File: src/rtl/xw_pkg.sv
package xw_pkg;
    localparam int VA_W        = 32;
    localparam int DESC_W      = 32;
    localparam int EXT_SHIFT   = 4;
    localparam int PA_W        = DESC_W + EXT_SHIFT;
    localparam int SECT_OFF_W  = 20;
    localparam int LARGE_OFF_W = 16;
    localparam int SMALL_OFF_W = 12;
    localparam int ENT_BYTES_W = 2;
    localparam int PTR_LOW_W   = 6;
    localparam int L1_IDX_W    = VA_W - SECT_OFF_W;
    localparam int L2_IDX_W    = SECT_OFF_W - SMALL_OFF_W;

    typedef enum logic [2:0] {
        ST_IDLE, ST_L1_REQ, ST_L1_WAIT, ST_L2_REQ, ST_L2_WAIT, ST_RESP
    } walk_state_e;

    typedef enum logic [1:0] {
        K_FAULT, K_SECTION, K_TABLE
    } l1_kind_e;

    typedef struct packed {
        walk_state_e            state;
        logic [SECT_OFF_W-1:0]  va_lo;
        logic                   ext;
        logic [PA_W-1:0]        rd_addr;
        logic [PA_W-1:0]        pa;
        logic                   fault;
    } walk_regs_t;

    // Restore a stored descriptor value to a physical address.
    function automatic logic [PA_W-1:0] widen(input logic [DESC_W-1:0] d, input logic ext);
        logic [PA_W-1:0] w;
        w = {{EXT_SHIFT{1'b0}}, d};
        return ext ? (w << EXT_SHIFT) : w;
    endfunction

    // Page base from descriptor combined with in-page offset.
    function automatic logic [PA_W-1:0] join_offset(input logic [PA_W-1:0] base,
                                                    input logic [PA_W-1:0] offs,
                                                    input int off_w);
        logic [PA_W-1:0] m;
        m = ({{(PA_W-1){1'b0}}, 1'b1} << off_w) - 1'b1;
        return (base & ~m) | (offs & m);
    endfunction
endpackage

File: src/rtl/xw_l1_decode.sv
module xw_l1_decode
    import xw_pkg::*;
(
    input  logic [DESC_W-1:0]     desc_i,
    input  logic                  ext_i,
    input  logic [SECT_OFF_W-1:0] va_lo_i,
    output l1_kind_e              kind_o,
    output logic [PA_W-1:0]       sect_pa_o,
    output logic [PA_W-1:0]       l2_addr_o
);
    logic [DESC_W-1:0] ptr_raw;
    logic [PA_W-1:0]   l2_base;
    logic [PA_W-1:0]   l2_off;

    always_comb begin
        unique case (desc_i[1:0])
            2'b10:   kind_o = K_SECTION;
            2'b01:   kind_o = K_TABLE;
            default: kind_o = K_FAULT;
        endcase
        sect_pa_o = join_offset(widen(desc_i, ext_i),
                                {{(PA_W-SECT_OFF_W){1'b0}}, va_lo_i}, SECT_OFF_W);
        ptr_raw   = {desc_i[DESC_W-1:PTR_LOW_W], {PTR_LOW_W{1'b0}}};
        l2_base   = widen(ptr_raw, ext_i);
        l2_off    = {{(PA_W-L2_IDX_W-ENT_BYTES_W){1'b0}},
                     va_lo_i[SECT_OFF_W-1:SMALL_OFF_W], {ENT_BYTES_W{1'b0}}};
        l2_addr_o = l2_base + l2_off;
    end
endmodule

File: src/rtl/xw_l2_decode.sv
module xw_l2_decode
    import xw_pkg::*;
(
    input  logic [DESC_W-1:0]      desc_i,
    input  logic                   ext_i,
    input  logic [LARGE_OFF_W-1:0] va_lo_i,
    output logic                   fault_o,
    output logic [PA_W-1:0]        page_pa_o
);
    logic [PA_W-1:0] base;
    logic [PA_W-1:0] offs;

    always_comb begin
        base    = widen(desc_i, ext_i);
        offs    = {{(PA_W-LARGE_OFF_W){1'b0}}, va_lo_i};
        fault_o = (desc_i[1:0] == 2'b00);
        if (desc_i[1:0] == 2'b01)
            page_pa_o = join_offset(base, offs, LARGE_OFF_W);
        else
            page_pa_o = join_offset(base, offs, SMALL_OFF_W);
    end
endmodule

File: src/rtl/xlat_walker.sv
module xlat_walker
    import xw_pkg::*;
(
    input  logic              clk,
    input  logic              rst_n,
    input  logic              ext_mode,
    input  logic [PA_W-1:0]   l1_base,
    input  logic              req_valid,
    output logic              req_ready,
    input  logic [VA_W-1:0]   req_va,
    output logic              rsp_valid,
    input  logic              rsp_ready,
    output logic              rsp_fault,
    output logic [PA_W-1:0]   rsp_pa,
    output logic              mem_rd_valid,
    input  logic              mem_rd_ready,
    output logic [PA_W-1:0]   mem_rd_addr,
    input  logic              mem_rsp_valid,
    input  logic [DESC_W-1:0] mem_rsp_data
);
    walk_regs_t r_d, r_q;

    l1_kind_e        l1_kind;
    logic [PA_W-1:0] l1_sect_pa;
    logic [PA_W-1:0] l1_next_addr;
    logic            l2_fault;
    logic [PA_W-1:0] l2_pa;
    logic [PA_W-1:0] l1_off;

    xw_l1_decode u_l1 (
        .desc_i    (mem_rsp_data),
        .ext_i     (r_q.ext),
        .va_lo_i   (r_q.va_lo),
        .kind_o    (l1_kind),
        .sect_pa_o (l1_sect_pa),
        .l2_addr_o (l1_next_addr)
    );

    xw_l2_decode u_l2 (
        .desc_i    (mem_rsp_data),
        .ext_i     (r_q.ext),
        .va_lo_i   (r_q.va_lo[LARGE_OFF_W-1:0]),
        .fault_o   (l2_fault),
        .page_pa_o (l2_pa)
    );

    assign l1_off = {{(PA_W-L1_IDX_W-ENT_BYTES_W){1'b0}},
                     req_va[VA_W-1:SECT_OFF_W], {ENT_BYTES_W{1'b0}}};

    always_comb begin
        r_d = r_q;
        unique case (r_q.state)
            ST_IDLE: begin
                if (req_valid) begin
                    r_d.va_lo   = req_va[SECT_OFF_W-1:0];
                    r_d.ext     = ext_mode;
                    r_d.rd_addr = l1_base + l1_off;
                    r_d.state   = ST_L1_REQ;
                end
            end
            ST_L1_REQ: if (mem_rd_ready) r_d.state = ST_L1_WAIT;
            ST_L1_WAIT: begin
                if (mem_rsp_valid) begin
                    unique case (l1_kind)
                        K_SECTION: begin
                            r_d.pa    = l1_sect_pa;
                            r_d.fault = 1'b0;
                            r_d.state = ST_RESP;
                        end
                        K_TABLE: begin
                            r_d.rd_addr = l1_next_addr;
                            r_d.state   = ST_L2_REQ;
                        end
                        default: begin
                            r_d.pa    = '0;
                            r_d.fault = 1'b1;
                            r_d.state = ST_RESP;
                        end
                    endcase
                end
            end
            ST_L2_REQ: if (mem_rd_ready) r_d.state = ST_L2_WAIT;
            ST_L2_WAIT: begin
                if (mem_rsp_valid) begin
                    r_d.fault = l2_fault;
                    r_d.pa    = l2_fault ? '0 : l2_pa;
                    r_d.state = ST_RESP;
                end
            end
            ST_RESP: if (rsp_ready) r_d.state = ST_IDLE;
            default: r_d.state = ST_IDLE;
        endcase
    end

    always_ff @(posedge clk or negedge rst_n) begin
        if (!rst_n) begin
            r_q <= '{state: ST_IDLE, va_lo: '0, ext: 1'b0, rd_addr: '0, pa: '0, fault: 1'b0};
        end else begin
            r_q <= r_d;
        end
    end

    assign req_ready    = (r_q.state == ST_IDLE);
    assign rsp_valid    = (r_q.state == ST_RESP);
    assign rsp_fault    = r_q.fault;
    assign rsp_pa       = r_q.pa;
    assign mem_rd_valid = (r_q.state == ST_L1_REQ) || (r_q.state == ST_L2_REQ);
    assign mem_rd_addr  = r_q.rd_addr;

    // the response holds until accepted
    a_r9_rsp_hold: assert property (@(posedge clk) disable iff (!rst_n)
        rsp_valid && !rsp_ready |=> rsp_valid && $stable(rsp_pa) && $stable(rsp_fault));

    // no new request is taken while a result is pending
    a_r9_single_walk: assert property (@(posedge clk) disable iff (!rst_n)
        !(req_ready && rsp_valid));

    // a read request holds until accepted
    a_r10_rd_hold: assert property (@(posedge clk) disable iff (!rst_n)
        mem_rd_valid && !mem_rd_ready |=> mem_rd_valid && $stable(mem_rd_addr));

    // descriptor reads are word aligned
    a_r10_rd_align: assert property (@(posedge clk) disable iff (!rst_n)
        mem_rd_valid |-> mem_rd_addr[1:0] == 2'b00);

    // a fault response carries no address
    a_r7_fault_zero: assert property (@(posedge clk) disable iff (!rst_n)
        rsp_valid && rsp_fault |-> rsp_pa == '0);

    // the 32-bit space never produces upper address bits from a descriptor
    a_r8_legacy_narrow: assert property (@(posedge clk) disable iff (!rst_n)
        $rose(rsp_valid) && !r_q.ext |-> rsp_pa[PA_W-1:DESC_W] == '0);
endmodule

File: config.mk
export PLATFORM = sky130hd
export DESIGN_NAME = xlat_walker
export DESIGN_NICKNAME = d
export VERILOG_FILES = /design/src/rtl/xw_pkg.sv /design/src/rtl/xw_l1_decode.sv /design/src/rtl/xw_l2_decode.sv /design/src/rtl/xlat_walker.sv
export SDC_FILE = /design/constraint.sdc
export NUM_CORES = 1
export LEC_CHECK = 0
export ABC_AREA = 1
export CAP_MARGIN = 20
export CORE_MARGIN = 4
export CORE_UTILIZATION = 57
export DETAILED_ROUTE_END_ITERATION = 8
export PLACE_DENSITY = 0.93
export RECOVER_POWER = 50
export SLEW_MARGIN = 10
export SYNTH_ARGS = -nofsm -noshare
export SYNTH_HDL_FRONTEND = slang
export SYNTH_HIERARCHICAL = 1
export SYNTH_SLANG_ARGS = --single-unit
File: constraint.sdc
create_clock -name clk -period 6.85 [get_ports clk]
set_input_delay 0.685 -clock clk [delete_from_list [all_inputs] [get_ports clk]]
set_output_delay 0.685 -clock clk [all_outputs]
set_load 0.01 [all_outputs]
==> results.yml <==
route:
  vias: 8756
  ant_nets: 0
  drc: 0
  drtPass1Iterations: 5
  vias_per_cell: 5.25
  wl_per_cell_microns: 14.3
  wirelength_mm: 23.9
  drt_iter0_drc: 688
die:
  die-width_microns: 133
  initial_core_util: 0.582
  dieArea_sq_um: 17600
  fp.coreArea_sq_um: 15200
  io_pins: 183
  fp-row-count: 45
  die_h_microns: 133
synth:
  synthDistinctLibCells: 40
  synth_top_area_frac: 0.274
  synth_edf_count: 0
  ys_seq_area_frac: 0.274
  yosys_warnings: 6
  async_flop_share: 1.00
  synth_flop_cell: "dfrtp_1"
  ys_top_cells_by_area: "dfrtp_1 (27%), nand2_1 (21%), buf_4 (9.5%)"
  synth_top_cell_by_area: "dfrtp_1"
  synthesis.area_sq_um: 8850
  synth-seq-cells: 97
  syn_inst: 1437
  avgSynthCellArea_sq_um: 6.16
layout:
  final_common_cell: "nand2_1"
  fin_area_sq_um: 10100
  drive_gt1_frac: 0.0574
  layout.cells.non_filler: 1669
  syn_to_final_growth_pct: 14.7
  nets: 1601
  layout_common_cells: "nand2_1 (492), inv_1 (180), clkdlybuf4s50_1 (139)"
  n_fill_cell: 1369
  n_antenna_cell: 0
global_route:
  grt_pass1_vias: 8148
  grt_pass1_wl_mm: 39.1
  antenna_found_initial: 0
  gr-usage-all-layers: 0.266
  grt-ovfl-total: 0
  grt_max_degree: 78
placement:
  hpwlAfterDp_mm: 18.4
  gp_congestion: 0.928
  placedInstanceArea_sq_um: 9800
  portBuffers: 178
  dp_cells: 1651
min_path:
  hold_path_class: "flop to flop"
clock_network:
  htreeDepth: 3
  clk_latency_ns: 0.35
  cts_setup_buffers: 0
  cts_buffers: 9
  cts_tree: "done"
  postCtsHoldBufs: 0
  cts_sinks: 97
  path_clk_slew_ns: 0.08
  cts_resized: 0
  cts-root-buf: "clkbuf_16"
  cts_buffer_depth: 2
power:
  power_density_nw_per_um2: 333
  vdd_ir_drop_max_mv: 0.268
  p_leak_nw: 5.26
outcome:
  violations: "max-capacitance violations, max-slew violations"
  status: "finished, violations left"
critical_path:
  crit_fanout: 77
  required_ns: 7.08
  start_kind: "flop"
  cp-end-kind: "flop"
  worstSetupPathType: "flop to flop"
  worst-endpoint-arrival_ns: 3.13
sta:
  maxSlewHeadroom: -0.483
  fmax_ghz: 0.345
  hold_slack_ns: 0.478
  rsz0062_at_grt: "false"
  post-route-period-util: 0.423
  drv_slew: 42
  tns_ns: 0
  setup_viol: 0
  worst_slew_pin_slew_ns: 2.22
  fin_skew_ns: 0.0107
  min_period_ns: 2.90
  hold_viol_final: 0
run:
  cap_violations: 1
## synth_stat cells, types with 2 or more instances
master / instances
o21ai_0: 47
a21oi_2: 4
or2_2: 6
buf_1: 4
nor2_1: 113
xnor2_1: 2
nand3_1: 117
clkbuf_1: 18
fa_1: 2
or2_1: 2
nand4_1: 11
nor2_2: 12
buf_6: 8
nor2_4: 4
a31oi_1: 3
and2_1: 3
a21oi_1: 66
nand2_1: 492
inv_1: 180
o21a_1: 2
buf_4: 112
dfrtp_1: 97
xor2_1: 13
nor3_1: 17
a21o_1: 2
buf_2: 15
nand3b_1: 5
inv_2: 11
o21ai_1: 26
ha_1: 16
o21ai_2: 13
nand2_2: 6
## area by class of cell
type	instances	area, sq um	share of cell area
inverters	193	728	0.0718
clock inverters	6	67.6	0.00666
multi-input cells	990	4590	0.453
clock buffers	10	239	0.0236
well taps	188	235	0.0232
repair buffers	185	1860	0.183
flip-flops and latches	97	2430	0.239
## sequential cells by signal, summed over array words and instances (netlist names)
signal / count
r_q: 24
rsp_pa: 36
mem_rd_addr: 36
rsp_fault: 1
## layer usage
metal,wire [microns],GRT usage,part of all wire,vias up
li1,-,-,-,4432
met1,10100,0.344,0.42,4003
met2,12200,0.472,0.51,288
met3,1220,0.0365,0.051,33
met4,422,0.0635,0.018,0
met5,0,0,0,-
## logic make-up after synthesis
group | share of synthesized area
AND/OR/NAND/NOR | 0.371
XOR/XNOR | 0.0149
flip-flops | 0.274
adder cells (fa/ha/maj) | 0.0272
other | 0.000424
AO/OA/AOI/OAI | 0.105
buffers and inverters | 0.207
## critical path, stage by stage, from the launching register on
cell,delay [ns]
dfrtp_2,0.40
buf_4,0.36
nor2_1,0.20
ha_1,0.18
inv_1,0.06
fa_1,0.40
nor2_1,0.12
nor2_1,0.08
nor2_2,0.16
nand2_2,0.16
nor2_4,0.20
nand2_1,0.07
nand2_1,0.06
nand2_1,0.05
a21oi_1,0.18
a21oi_1,0.10
## stage by stage
stage,total power [mW],setup WS (ns),utilization
6_report,3.38,3.95,0.667
5_1_grt,3.65,3.65,0.667
4_1_cts,3.39,3.70,0.665
3_5_place_dp,2.87,3.36,0.645
3_3_place_gp,2.81,3.44,0.645
2_1_floorplan,2.54,4.20,-
## power breakdown
| part | switching, mW | internal, mW |
|---|---|---|
| sequential | 0.179 | 0.814 |
| clock | 0.246 | 0.269 |
| combinational | 1.12 | 0.751 |
| total | 1.55 | 1.83 |
## worst paths after layout
check | slack, ns | cells past startpoint | start | to
max | 3.95 | 15 | r_q[73]$_DFFE_PN0P_ | mem_rd_addr[26]$_DFFE_PN0P_
min | 0.48 | 2 | rsp_pa[25]$_DFFE_PN0P_ | rsp_pa[25]$_DFFE_PN0P_
max reg2reg | 3.95 | 15 | r_q[73]$_DFFE_PN0P_ | mem_rd_addr[26]$_DFFE_PN0P_
min reg2reg | 0.48 | 2 | rsp_pa[25]$_DFFE_PN0P_ | rsp_pa[25]$_DFFE_PN0P_
max in group asynchronous | 4.10 | 2 | rst_n | r_q[73]$_DFFE_PN0P_
min in group asynchronous | 0.99 | 1 | rst_n | rsp_pa[31]$_DFFE_PN0P_
Power figures use the tool's default switching activity.
